==> src/rtl/aai_seq_pkg.sv <==
package aai_seq_pkg;
  localparam logic [7:0] OP_AAI  = 8'hAD;
  localparam logic [7:0] OP_WREN = 8'h06;
  localparam logic [7:0] OP_WRDI = 8'h04;
  localparam logic [7:0] OP_RDSR = 8'h05;
  localparam logic [7:0] OP_EBSY = 8'h70;
  localparam logic [7:0] OP_DBSY = 8'h80;
  localparam int ST_BUSY = 0;
  localparam int ST_WEL  = 1;
  localparam int ST_AAI  = 6;
endpackage

==> src/rtl/aai_sync2.sv <==
module aai_sync2 #(
  parameter int W = 1,
  parameter logic [W-1:0] RST_VAL = '0
) (
  input  logic         clk_i,
  input  logic         rst_ni,
  input  logic [W-1:0] d_i,
  output logic [W-1:0] q_o
);
  logic [W-1:0] meta_q;
  always_ff @(posedge clk_i or negedge rst_ni) begin
    if (!rst_ni) begin
      meta_q <= RST_VAL;
      q_o    <= RST_VAL;
    end else begin
      meta_q <= d_i;
      q_o    <= meta_q;
    end
  end
endmodule

==> src/rtl/aai_spi_rx.sv <==
module aai_spi_rx #(
  parameter int BW = 8,
  parameter int NB_W = 3,
  localparam int CW = $clog2(BW)
) (
  input  logic            clk_i,
  input  logic            rst_ni,
  input  logic            sck_i,
  input  logic            csn_i,
  input  logic            mosi_i,
  output logic            sel_o,
  output logic            sck_fall_o,
  output logic [CW-1:0]   bit_cnt_o,
  output logic            byte_vld_o,
  output logic [BW-1:0]   byte_o,
  output logic [NB_W-1:0] byte_idx_o,
  output logic [NB_W-1:0] nbytes_o,
  output logic            frame_end_o,
  output logic            frame_ok_o
);
  logic [2:0] pins_s;
  logic sck_s, csn_s, mosi_s, sck_q, csn_q, sck_rise;
  logic [BW-1:0] sh_q;
  localparam logic [NB_W-1:0] NB_MAX = '1;

  aai_sync2 #(.W(3), .RST_VAL(3'b010)) u_sync (
    .clk_i (clk_i),
    .rst_ni(rst_ni),
    .d_i   ({mosi_i, csn_i, sck_i}),
    .q_o   (pins_s)
  );
  assign sck_s  = pins_s[0];
  assign csn_s  = pins_s[1];
  assign mosi_s = pins_s[2];

  always_ff @(posedge clk_i or negedge rst_ni) begin
    if (!rst_ni) begin
      sck_q <= 1'b0;
      csn_q <= 1'b1;
    end else begin
      sck_q <= sck_s;
      csn_q <= csn_s;
    end
  end

  assign sel_o       = ~csn_s;
  assign sck_rise    = sck_s & ~sck_q & ~csn_s;
  assign sck_fall_o  = ~sck_s & sck_q & ~csn_s;
  assign frame_end_o = csn_s & ~csn_q;
  // complete bytes only: mid-byte select release aborts
  assign frame_ok_o  = (bit_cnt_o == '0) && (nbytes_o != '0);

  always_ff @(posedge clk_i or negedge rst_ni) begin
    if (!rst_ni) begin
      sh_q       <= '0;
      bit_cnt_o  <= '0;
      nbytes_o   <= '0;
      byte_vld_o <= 1'b0;
      byte_o     <= '0;
      byte_idx_o <= '0;
    end else begin
      byte_vld_o <= 1'b0;
      if (csn_s) begin
        if (!frame_end_o) begin
          bit_cnt_o <= '0;
          nbytes_o  <= '0;
        end
      end else if (sck_rise) begin
        sh_q      <= {sh_q[BW-2:0], mosi_s};
        bit_cnt_o <= bit_cnt_o + 1'b1;
        if (bit_cnt_o == CW'(BW-1)) begin
          byte_vld_o <= 1'b1;
          byte_o     <= {sh_q[BW-2:0], mosi_s};
          byte_idx_o <= nbytes_o;
          if (nbytes_o != NB_MAX) nbytes_o <= nbytes_o + 1'b1;
        end
      end
    end
  end
endmodule

==> src/rtl/aai_busy_tmr.sv <==
module aai_busy_tmr #(
  parameter int BUSY_CYC = 40,
  localparam int TW = $clog2(BUSY_CYC + 1)
) (
  input  logic clk_i,
  input  logic rst_ni,
  input  logic start_i,
  output logic busy_o
);
  logic [TW-1:0] cnt_q;
  always_ff @(posedge clk_i or negedge rst_ni) begin
    if (!rst_ni)            cnt_q <= '0;
    else if (start_i)       cnt_q <= TW'(BUSY_CYC);
    else if (cnt_q != '0)   cnt_q <= cnt_q - 1'b1;
  end
  assign busy_o = (cnt_q != '0);
endmodule

==> src/rtl/aai_ctrl.sv <==
module aai_ctrl
  import aai_seq_pkg::*;
#(
  parameter int AW = 24,
  parameter int unsigned PROT_BASE = 4096,
  parameter int NB_W = 3
) (
  input  logic            clk_i,
  input  logic            rst_ni,
  input  logic            sel_i,
  input  logic            sck_fall_i,
  input  logic [2:0]      bit_cnt_i,
  input  logic            byte_vld_i,
  input  logic [7:0]      byte_i,
  input  logic [NB_W-1:0] byte_idx_i,
  input  logic [NB_W-1:0] nbytes_i,
  input  logic            frame_end_i,
  input  logic            frame_ok_i,
  input  logic            busy_i,
  output logic            prog_req_o,
  output logic [AW-1:0]   prog_addr_o,
  output logic [15:0]     prog_data_o,
  output logic            wel_o,
  output logic            aai_o,
  output logic            hw_o,
  output logic            so_o,
  output logic            so_oe_o
);
  localparam logic [AW+1:0] PB = (AW+2)'(PROT_BASE);

  logic [7:0]    op_q;
  logic [23:0]   addr_sh_q;
  logic [15:0]   d_sh_q;
  logic [AW-1:0] cur_q, start_addr, iss_addr;
  logic          rd_st_q, so_q;
  logic [6:0]    tx_q;
  logic [7:0]    status;
  logic act, is_aai, do_start, do_next, do_wrdi, do_wren, do_ebsy, do_dbsy, last, live;

  assign start_addr = {addr_sh_q[AW-1:1], 1'b0};
  assign iss_addr   = aai_o ? cur_q : start_addr;

  always_comb begin
    act      = frame_end_i & frame_ok_i & ~busy_i;
    is_aai   = (op_q == OP_AAI);
    do_start = act & is_aai & ~aai_o & wel_o & (nbytes_i == NB_W'(6)) &
               (({2'b0, start_addr} + 1'b1) < PB);
    do_next  = act & is_aai & aai_o & (nbytes_i == NB_W'(3));
    do_wrdi  = act & (op_q == OP_WRDI);
    do_wren  = act & (op_q == OP_WREN) & ~aai_o;
    do_ebsy  = act & (op_q == OP_EBSY) & ~aai_o;
    do_dbsy  = act & (op_q == OP_DBSY) & ~aai_o;
    // successor word would reach protected space
    last     = (({2'b0, iss_addr} + (AW+2)'(3)) >= PB);
    status   = '0;
    status[ST_BUSY] = busy_i;
    status[ST_WEL]  = wel_o;
    status[ST_AAI]  = aai_o;
  end

  always_ff @(posedge clk_i or negedge rst_ni) begin
    if (!rst_ni) begin
      op_q      <= '0;
      addr_sh_q <= '0;
      d_sh_q    <= '0;
    end else if (byte_vld_i) begin
      if (byte_idx_i == '0) op_q <= byte_i;
      else begin
        d_sh_q <= {d_sh_q[7:0], byte_i};
        if (byte_idx_i <= NB_W'(3)) addr_sh_q <= {addr_sh_q[15:0], byte_i};
      end
    end
  end

  always_ff @(posedge clk_i or negedge rst_ni) begin
    if (!rst_ni) begin
      prog_req_o  <= 1'b0;
      prog_addr_o <= '0;
      prog_data_o <= '0;
      cur_q       <= '0;
      wel_o       <= 1'b0;
      aai_o       <= 1'b0;
      hw_o        <= 1'b0;
    end else begin
      prog_req_o <= 1'b0;
      if (do_start | do_next) begin
        prog_req_o  <= 1'b1;
        prog_addr_o <= iss_addr;
        prog_data_o <= d_sh_q;
        cur_q       <= iss_addr + AW'(2);
        aai_o       <= ~last;
        if (last) wel_o <= 1'b0;
      end
      if (do_wrdi) begin
        wel_o <= 1'b0;
        aai_o <= 1'b0;
      end
      if (do_wren) wel_o <= 1'b1;
      if (do_ebsy) hw_o  <= 1'b1;
      if (do_dbsy) hw_o  <= 1'b0;
    end
  end

  always_ff @(posedge clk_i or negedge rst_ni) begin
    if (!rst_ni) begin
      rd_st_q <= 1'b0;
      tx_q    <= '0;
      so_q    <= 1'b0;
    end else begin
      if (!sel_i) rd_st_q <= 1'b0;
      else if (byte_vld_i && byte_idx_i == '0)
        rd_st_q <= (byte_i == OP_RDSR) & ~(aai_o & hw_o);
      if (sck_fall_i && rd_st_q) begin
        if (bit_cnt_i == '0) begin
          so_q <= status[7];
          tx_q <= status[6:0];
        end else begin
          so_q <= tx_q[6];
          tx_q <= {tx_q[5:0], 1'b0};
        end
      end
    end
  end

  assign live    = sel_i & hw_o & (aai_o | busy_i);
  assign so_o    = live ? ~busy_i : so_q;
  assign so_oe_o = live | (sel_i & rd_st_q);
endmodule

==> src/rtl/aai_word_seq.sv <==
module aai_word_seq #(
  parameter int AW = 24,
  parameter int unsigned PROT_BASE = 4096,
  parameter int BUSY_CYC = 40
) (
  input  logic          clk_i,
  input  logic          rst_ni,
  input  logic          sck_i,
  input  logic          csn_i,
  input  logic          mosi_i,
  output logic          so_o,
  output logic          so_oe_o,
  output logic          prog_req_o,
  output logic [AW-1:0] prog_addr_o,
  output logic [15:0]   prog_data_o
);
  localparam int NB_W = 3;

  logic sel, sck_fall, byte_vld, frame_end, frame_ok, busy, wel, aai_on, hw_on;
  logic [2:0] bit_cnt;
  logic [7:0] rx_byte;
  logic [NB_W-1:0] byte_idx, nbytes;

  aai_spi_rx #(.BW(8), .NB_W(NB_W)) u_rx (
    .clk_i      (clk_i),
    .rst_ni     (rst_ni),
    .sck_i      (sck_i),
    .csn_i      (csn_i),
    .mosi_i     (mosi_i),
    .sel_o      (sel),
    .sck_fall_o (sck_fall),
    .bit_cnt_o  (bit_cnt),
    .byte_vld_o (byte_vld),
    .byte_o     (rx_byte),
    .byte_idx_o (byte_idx),
    .nbytes_o   (nbytes),
    .frame_end_o(frame_end),
    .frame_ok_o (frame_ok)
  );

  aai_ctrl #(.AW(AW), .PROT_BASE(PROT_BASE), .NB_W(NB_W)) u_ctrl (
    .clk_i      (clk_i),
    .rst_ni     (rst_ni),
    .sel_i      (sel),
    .sck_fall_i (sck_fall),
    .bit_cnt_i  (bit_cnt),
    .byte_vld_i (byte_vld),
    .byte_i     (rx_byte),
    .byte_idx_i (byte_idx),
    .nbytes_i   (nbytes),
    .frame_end_i(frame_end),
    .frame_ok_i (frame_ok),
    .busy_i     (busy),
    .prog_req_o (prog_req_o),
    .prog_addr_o(prog_addr_o),
    .prog_data_o(prog_data_o),
    .wel_o      (wel),
    .aai_o      (aai_on),
    .hw_o       (hw_on),
    .so_o       (so_o),
    .so_oe_o    (so_oe_o)
  );

  aai_busy_tmr #(.BUSY_CYC(BUSY_CYC)) u_tmr (
    .clk_i  (clk_i),
    .rst_ni (rst_ni),
    .start_i(prog_req_o),
    .busy_o (busy)
  );
endmodule

==> config.mk <==
export PLATFORM = sky130hd
export DESIGN_NAME = aai_word_seq
export DESIGN_NICKNAME = d
export VERILOG_FILES = /design/src/rtl/aai_seq_pkg.sv /design/src/rtl/aai_sync2.sv /design/src/rtl/aai_spi_rx.sv /design/src/rtl/aai_busy_tmr.sv /design/src/rtl/aai_ctrl.sv /design/src/rtl/aai_word_seq.sv
export SDC_FILE = /design/constraint.sdc
export NUM_CORES = 1
export LEC_CHECK = 0
export BUFFER_PORTS_ARGS = -buffer_cell sky130_fd_sc_hd__buf_2
export CAP_MARGIN = 40
export CORE_AREA = 2 2 119 121
export CTS_BUF_LIST = sky130_fd_sc_hd__clkbuf_8
export DETAILED_ROUTE_END_ITERATION = 16
export DIE_AREA = 0 0 121 123
export PLACE_DENSITY_LB_ADDON = 0.08
export SYNTH_ARGS = -nofsm -noshare
export SYNTH_HDL_FRONTEND = slang
export SYNTH_SLANG_ARGS = --single-unit
==> constraint.sdc <==
create_clock -name clk_i -period 10.6 [get_ports clk_i]
set_input_delay 1.06 -clock clk_i [delete_from_list [all_inputs] [get_ports clk_i]]
set_output_delay 1.06 -clock clk_i [all_outputs]
set_load 0.02 [all_outputs]
* Word level (Yosys, flattened, before mapping)
Index checks and enable logic that the tools add are counted.
** Operators by class
- Add/sub/neg operators :: 6
- Multiply operators :: 0
- Div/mod/pow operators :: 0
- $lt $le $gt $ge :: 3
- Equal/unequal tests :: 11
- Shifts and indexed selects :: 0
- Muxes and demuxes :: 27
- Bitwise logic cells :: 38
- Reduce and logical (&&, ||, !) cells :: 24
** Operators by type and width (count)
- $and 1x1->1 :: 26
- $ge 26x13->1 const B :: 1
- $lt 26x13->1 const B :: 1
- $add 24x1->25 const B :: 1
- $add 24x2->25 const B :: 1
- $add 24x2->24 const B :: 1
- $eq 8x3->1 const B :: 3
- $mux 24 :: 1
- $mux 3 :: 7
- $eq 8x8->1 const B :: 2
- $mux 1 :: 16
- $reduce_bool 2->1 :: 7
- $mux 6 :: 2
- $reduce_and 2->1 :: 5
- $not 1->1 :: 9
- $reduce_bool 3->1 :: 3
- $eq 8x7->1 const B :: 1
- $mux 7 :: 1
- $add 3x1->3 const B :: 2
- $eq 3x3->1 const B :: 2
- $logic_not 3->1 :: 2
- $reduce_and 3->1 :: 2
- $reduce_bool 6->1 :: 1
- $sub 6x1->6 const B :: 1
- 7 further kinds :: 11
** Word-level totals
- Register bits :: 164
- Bits in latches :: 0
- Bits in writable memories :: 0
- ROM bits :: 0
- Input bits :: 5
- Output and inout bits :: 43
- Logic and storage cells :: 133
- Memories :: 0

* Logic depth before layout (Yosys ltp)
Gate-level depths: netlist (run 1).
- Depth in word-level cells :: 13
- Gate-level depth with buffers :: 14

* Cells and area by module
Synthesis (run 1) repeated with hierarchy kept, for this count alone.
** Unflattened totals
- Cells, all modules :: 729
- Area total of the unflattened synthesis :: 7882.6 um^2
** Modules (own cells, without submodules)
- aai_ctrl :: instances 1, cells an instance 605, area an instance 6202.2 um^2
- aai_spi_rx :: instances 1, cells an instance 86, area an instance 1194.9 um^2
- aai_busy_tmr :: instances 1, cells an instance 32, area an instance 332.8 um^2
- aai_sync2 :: instances 1, cells an instance 6, area an instance 152.6 um^2

* Worst setup path before layout (run 1)
Ideal clock, no wire load.
- Path kind :: reg2reg
- Start point :: register u_ctrl.aai_o
- End point :: register u_ctrl.cur_q[15]
- Library setup time :: 121 ps
- Arrival :: 3201 ps
- Setup slack :: 7278 ps
- Stages on the path, launching flop included :: 14
- Path buffers :: 5
- Period minus slack after synthesis :: 3322 ps
- Cell sequence :: dfrtp_1 > buf_6 > buf_8 > buf_2 > buf_2 > clkbuf_1 > mux2_2 > ha_1 > inv_1 > a221oi_1 > nand4_1 > nor3_1 > mux2_2 > a22o_1
** Between the ends
- Elaborated cells on any way between the ends :: 10
** RTL lines
- from (decl) :: line aai_ctrl.sv:24 : output logic aai_o,
- from (signal assigned) :: line aai_ctrl.sv:91 : aai_o <= ~last;
- $mux 24 :: line aai_ctrl.sv:41 : assign iss_addr = aai_o ? cur_q : start_addr;
- net u_ctrl.iss_addr[2] :: line aai_ctrl.sv:34 : logic [AW-1:0] cur_q, start_addr, iss_addr;
- $add 24x2->24 :: line aai_ctrl.sv:90 : cur_q <= iss_addr + AW'(2);
- to (signal assigned) :: line aai_ctrl.sv:90
- to (decl) :: line aai_ctrl.sv:34
The timed path passes the listed nets, and every way through them passes these cells.
A chain may end at the register's enable or synchronous reset.

* Worst setup path after layout (run 1)
Ends and elaborated chain as after synthesis.

==> impl_metrics.json, run 1 <==
{
  "outcome": "finished, final reports clean",
  "switchingPower_w": 0.0002787,
  "ir_drop_uv": 103.2,
  "drive_above_1_share_pct": 22.24,
  "synth-simple-area-share_pct": 16.66,
  "final_util_pct": 62.00,
  "power.total_w": 0.001119,
  "synth_nets": 732,
  "placement.io_buffers": 47,
  "ys_warn_count": 0,
  "clock_latency_ns": 0.47,
  "grt_use_total_pct": 23.18,
  "grt_busiest_layer": "met2",
  "ys_seq_area_share_pct": 53.45,
  "routed_via_density": 5.810,
  "synth_top_family_by_area": "simple AND/OR/NAND/NOR gates",
  "startpoint_type": "flop",
  "clk_pin_slew_worst_paths_ns": 0.09,
  "netlist.area_leader.share_pct": 52.42,
  "synthTopCellsByArea": "dfrtp_1 52%, mux2_2 11%, nand2_1 6.3%",
  "clock_sinks": 163,
  "drc": 0,
  "setup_ws_ns": 6.925,
  "fin_crit_sh_pct": 34.67,
  "htree_levels": 4,
  "grt_pass1_wl_um": 26910,
  "synth_edf_count": 0,
  "max_freq_mhz": 272.1,
  "arrival_ns": 4.03,
  "syn_to_final_growth_pct": 10.48,
  "hp-class": "flop to flop",
  "std_cell_rows": 43,
  "rr_worst_depth": 10,
  "numCtsBuffers": 17,
  "comb_power_share_pct": 3.1,
  "detail_route.iter0.violations": 390,
  "cts_setup_buffers": 0,
  "relSlewSlack_pct": 41.47,
  "cts_tree": "yes",
  "totalWireLength_um": 16310,
  "synth_cells": 715,
  "num_vias": 5514,
  "p_per_area_nw_per_um2": 132.6,
  "cp_max_fo": 80,
  "worstReg2RegStart": "u_ctrl.aai_o",
  "async_reset_ff_share_pct": 100.0,
  "slew_viol_final": 0,
  "cts_hold_buffers": 0,
  "grt-ovfl-total": 0,
  "grt_start_max_net_pins": 92,
  "finalHoldViolations": 0,
  "avgSynthCellArea_um2": 10.68,
  "internal-power_w": 0.0008402,
  "cts_root_buffer": "clkbuf_8",
  "cts.repair.resized": 0,
  "layout.nets": 773,
  "power.share.switching_pct": 24.91,
  "crit_type": "flop to flop",
  "mappedNetlistArea_um2": 7639,
  "synth_commonest_cells": "160 x dfrtp_1, 128 x nand2_1, 74 x mux2_2, 52 x o21ai_0, 33 x nand3_1",
  "pwr-share-clk_pct": 39.3,
  "core-area_um2": 13610,
  "gp_congestion": 0.9425,
  "startpoint": "u_ctrl.aai_o",
  "fp.dieW_um": 121,
  "synth-xor-area-share_pct": 2.293,
  "synth_most_common_cell": "dfrtp_1",
  "min-delay-start": "u_rx.u_sync.meta_q[0]",
  "dp_slack_ns": 6.991,
  "cp.required_ns": 10.95,
  "firstDrtPassIters": 5,
  "antenna_found_initial": 0,
  "min_period_ns": 3.675,
  "regArea_um2": 4084,
  "ys_types": 55,
  "yosys.area.top_type": "dfrtp_1",
  "endpoint_kind": "flop",
  "holdWs_ns": 0.3546,
  "io_pins": 48,
  "synth_ff_type": "dfrtp_1",
  "leakagePower_nw": 4.012,
  "diodes": 0,
  "fill_cells": 1156,
  "rsz0062_at_grt": "no",
  "synth_compound_area_share_pct": 9.091,
  "max_cap_viol_count": 0,
  "met2_usage_pct": 36.62,
  "use_met1_pct": 32.00,
  "skew_ns": 0.01329,
  "synth_mux_area_share_pct": 13.92,
  "ant_nets": 0,
  "setup_violations": 0,
  "clockBufferDepth": 2,
  "tightest_slew_ns": 0.8779,
  "fin_setup_tns_ns": 0,
  "grt_pass1_vias": 5258,
  "ys_ff_latch": 163,
  "dpl.hpwl_um": 11300,
  "sequentialPowerShare_pct": 57.6,
  "holdPathStages": 0,
  "multi_input_area_um2": 3361,
  "die_h_um": 123,
  "synthAdderAreaFrac_pct": 1.966,
  "routedWlPerCell_um": 17.19,
  "grt_use_met3_pct": 4.843,
  "start_util_pct": 56.12,
  "dieArea_um2": 14880
}
-- worst max-delay path, stage by stage, from the launching register on --
cell	delay (ns)
dfrtp_2	0.36
buf_4	0.66
mux2i_1	0.38
inv_1	0.17
ha_1	0.22
inv_1	0.08
a221oi_1	0.52
nand4_1	0.37
nor3_1	0.25
mux2_2	0.36
a22o_1	0.18
-- power by group through the flow --
stage,combinational (W),sequential (W),clock (W)
global placement,0.0000328,0.000656,0
detailed placement,0.0000356,0.000657,0
floorplan,0.0000177,0.000654,0
global route,0.0000401,0.000647,0.000481
finish,0.0000344,0.000645,0.000440
CTS,0.0000357,0.000645,0.000451
-- cells by family after synthesis --
family	count (synthesis)
flip-flops	163
adder cells (fa/ha/maj)	12
AO/OA/AOI/OAI	116
multiplexers	97
XOR/XNOR	20
AND/OR/NAND/NOR	261
buffers and inverters	46
-- flip-flops by register name, indices dropped and copies added (netlist names), 6 cells and up --
name	flops
u_ctrl.addr_sh_q	24
u_ctrl.cur_q	24
u_ctrl.prog_addr_o	23
u_ctrl.d_sh_q	16
u_ctrl.prog_data_o	16
u_ctrl.op_q	8
u_rx.byte_o	8
u_ctrl.tx_q	7
u_rx.sh_q	7
u_tmr.cnt_q	6
-- layer usage --
layer  share of wire, %  wire [um]  up-vias
li1                   -          -     2617
met1                 46       7488     2755
met2                 49       7965      120
met3                3.6        589       22
met4                1.7        270        0
met5                  0          0        -
-- area by class of cell --
class,count,area share (%)
flip-flops and latches,163,48.39
multi-input cells,506,39.82
repair buffers,55,4.047
clock buffers,17,2.772
well taps,180,2.669
clock inverters,15,1.720
inverters,13,0.5782
-- worst paths after layout --
check,to,slack [ns]
min,u_rx.u_sync.q_o[0],0.35
min reg2reg,u_rx.u_sync.q_o[0],0.35
max reg2reg,u_ctrl.cur_q[15],6.93
max in group asynchronous,u_rx.byte_idx_o[1],8.64
max,u_ctrl.cur_q[15],6.93
min in group asynchronous,u_ctrl.prog_addr_o[5],0.48
-- stage by stage --
step                      instance area (um2)  cells
after global placement                   8005    915
final                                    8439    949
after floorplan                          7639    715
after global routing                     8439    949
after CTS                                8439    949
after detailed placement                 8060    917
-- placed cells by master (no fill, tap or decap), drive strengths merged, types with 5 or more instances in the layout --
cell type	synthesis	routed
o22ai	7	7
nor3	9	9
nand2	128	128
nand3b	13	13
nor4	6	6
nand2b	8	8
xnor2	9	9
mux2	74	74
a22o	6	6
nand4	10	10
nand3	34	34
and2	7	7
inv	13	20
clkbuf	24	17
buf	9	55
nor4b	5	5
nor2	24	24
a21oi	24	24
xor2	11	11
o21ai	52	52
dfrtp	160	160
mux2i	23	23
ha	12	12
Note: power is estimated with default switching activity, not from simulation.
==> run 2, diff against run 1 <==
ABC_AREA = 1   (was not set)
CORE_AREA = 2 2 122 124   (was 2 2 119 121)
DIE_AREA = 0 0 124 126   (was 0 0 121 123)
clock period = 3 ns   (was 10.6 ns; I/O delays follow)
==> impl_metrics.json, run 2 <==
{
  "rr_worst_depth": 11,
  "grt_use_total_pct": 26.21,
  "rr_endpoint": "u_ctrl.cur_q[22]",
  "ys_ff_latch": 163,
  "htree_levels": 4,
  "outcome": "finished, final reports clean",
  "clock_latency_ns": 0.47,
  "async_reset_ff_share_pct": 100.0,
  "antenna_found_initial": 0,
  "dpl.hpwl_um": 13540,
  "clock_sinks": 163,
  "netlist.area_leader.share_pct": 49.90,
  "setup_violations": 0,
  "ir_drop_uv": 441.0,
  "startpoint_type": "flop",
  "numCtsBuffers": 17,
  "min-delay-start": "u_rx.u_sync.meta_q[2]",
  "grt_pass1_wl_um": 31280,
  "num_vias": 6316,
  "firstDrtPassIters": 5,
  "cp_max_fo": 85,
  "fp.dieW_um": 124,
  "worstReg2RegStart": "u_rx.bit_cnt_o[0]",
  "min_period_ns": 2.622,
  "synth_cells": 976,
  "holdWs_ns": 0.3564,
  "finalHoldViolations": 0,
  "clockBufferDepth": 2,
  "stdcell_area_um2": 8826,
  "leakagePower_nw": 4.435,
  "grt_start_max_net_pins": 86,
  "r2r_setup_slack_ns": 0.38,
  "yosys.area.top_type": "dfrtp_1",
  "p_per_area_nw_per_um2": 440.4,
  "detail_route.iter0.violations": 533,
  "most-common-layout-cells": "287 x nand2_1, 159 x dfrtp_1, 128 x o21ai_0",
  "worst_path_max_delay_cell": "nor4_1",
  "start_util_pct": 56.06,
  "ys_seq_area_share_pct": 50.88,
  "critPathTopFamily": "simple AND/OR/NAND/NOR gates",
  "ant_nets": 0,
  "routedWlPerCell_um": 15.44,
  "path_cells": "inv_1, ha_1, nand2_1, a21oi_1, nand3_1, nor4_1, nand2_2, buf_4, a21oi_1, o21ai_0, nand2_1",
  "core-area_um2": 14310,
  "holdPathStages": 0,
  "arrival_ns": 3.03,
  "layout.nets": 1041,
  "cp_num_buf_inv": 2,
  "slowest_delay_ns": 0.46,
  "gp_congestion": 0.9242,
  "cp.required_ns": 3.41,
  "grt-ovfl-total": 0,
  "drive_above_1_share_pct": 15.54,
  "avgSynthCellArea_um2": 8.221,
  "final_common_cell": "nand2_1",
  "mappedNetlistArea_um2": 8024,
  "synth_edf_count": 0,
  "placed_area_um2": 8422,
  "std_cell_rows": 44,
  "tightest_slew_ns": 0.7682,
  "relSlewSlack_pct": 48.78,
  "endpoint_kind": "flop",
  "slew_viol_final": 0,
  "synthTopCellsByArea": "dfrtp_1 50%, nand2_1 13%, o21ai_0 8.0%",
  "cts_root_buffer": "clkbuf_8",
  "syn_to_final_growth_pct": 9.995,
  "final_util_pct": 61.66,
  "rsz0062_at_grt": "no",
  "io_pins": 48,
  "synth_ff_type": "dfrtp_1",
  "hp-class": "flop to flop",
  "hold_end": "u_rx.u_sync.q_o[2]",
  "fin_crit_sh_pct": 87.42,
  "drc": 0,
  "dieArea_um2": 15620,
  "synth_commonest_cells": "288 x nand2_1, 160 x dfrtp_1, 128 x o21ai_0, 110 x inv_1, 62 x nor2_1",
  "synth_most_common_cell": "nand2_1",
  "ys_warn_count": 0,
  "cts_tree": "yes",
  "cts.repair.resized": 0,
  "placement.io_buffers": 47,
  "clk_pin_slew_worst_paths_ns": 0.09,
  "max_freq_mhz": 381.3,
  "totalWireLength_um": 18830,
  "grt_pass1_vias": 6082,
  "max_cap_viol_count": 0,
  "routed_via_density": 5.177,
  "diodes": 0,
  "ys_types": 45,
  "crit_type": "flop to flop",
  "fin_setup_tns_ns": 0,
  "skew_ns": 0.01828,
  "synth_nets": 993,
  "die_h_um": 126,
  "reg_top3": "u_ctrl.addr_sh_q (24), u_ctrl.cur_q (24), u_ctrl.prog_addr_o (23)"
}
run 2: cell types whose count changed after synthesis, moves of 10 or more:
cell	previous run	this run
nand2_1	128	288
inv_1	13	110
o21ai_0	52	128
mux2_2	74	2
nor2_1	24	62
mux2i_1	23	1
nand2_2	0	15
nand3b_1	12	0
clkbuf_1	24	14
run 2: cell families (layout without fill, tap and decap cells):
group	after synthesis	after routing	synth area share, %
multiplexers	3	3	0.4054
flip-flops	163	163	50.88
adder cells (fa/ha/maj)	12	12	1.871
AND/OR/NAND/NOR	453	453	24.95
AO/OA/AOI/OAI	176	176	12.05
buffers and inverters	156	216	8.420
XOR/XNOR	13	13	1.419
run 2: cell type report:
cell class,count,area [um2]
Fill cell,1311,5488
Sequential cell,163,4084
Multi-Input combinational cell,657,3274
Inverter,121,456.7
Timing Repair Buffer,64,416.7
Clock buffer,19,261.5
Tap cell,184,230.2
Clock inverter,12,102.6
run 2: metal layers:
layer,share of wire (%),GRT usage [%],vias up
met5,0,0,-
met4,2.5,10.11,0
met3,3.6,4.710,36
met2,47,40.14,116
met1,47,37.26,2969
li1,-,-,3195
run 2: repair_timing:
item                      4_1_cts  5_1_grt
hold endpoints to repair       59        0
hold buffers                    4        0
setup buffers                   0        0
run 2: worst register-to-register path, delay by kind of cell, from the launching register on:
kind,cells,cell delay (ns)
and+or+nand+nor,5,1.02
DFF,1,0.39
AOI/OAI and AO/OA,3,0.54
buffers and inverters,2,0.47
adders and majority gates,1,0.15
run 2: power by group:
part           internal [W]  switching, W  total [W]  leakage, nW
Combinational     0.0000261     0.0000818   0.000108         1.99
Sequential          0.00223     0.0000157    0.00224         2.25
Clock              0.000697      0.000841    0.00154        0.197
run 2: metrics by stage:
step                setup WS, ns  total power (W)  cells
detailed placement        0.4398         0.002393   1185
global placement          0.4222         0.002391   1184
finish                    0.3775         0.003887   1220
CTS                       0.3694         0.003923   1220
floorplan                 0.8016         0.002325    976
global route              0.1661         0.004027   1220
run 2: worst max path at each step:
stage                      startpoint  cells after the start  slack, ns                to
global placement    u_rx.bit_cnt_o[0]                     11       0.42   u_ctrl.cur_q[7]
finish              u_rx.bit_cnt_o[0]                     11       0.38  u_ctrl.cur_q[22]
detailed placement  u_rx.bit_cnt_o[0]                     11       0.44   u_ctrl.cur_q[7]
floorplan                u_ctrl.aai_o                     21       0.80      u_ctrl.wel_o
global route             u_ctrl.aai_o                     19       0.17      u_ctrl.wel_o
CTS                 u_rx.bit_cnt_o[0]                     11       0.37  u_ctrl.cur_q[22]
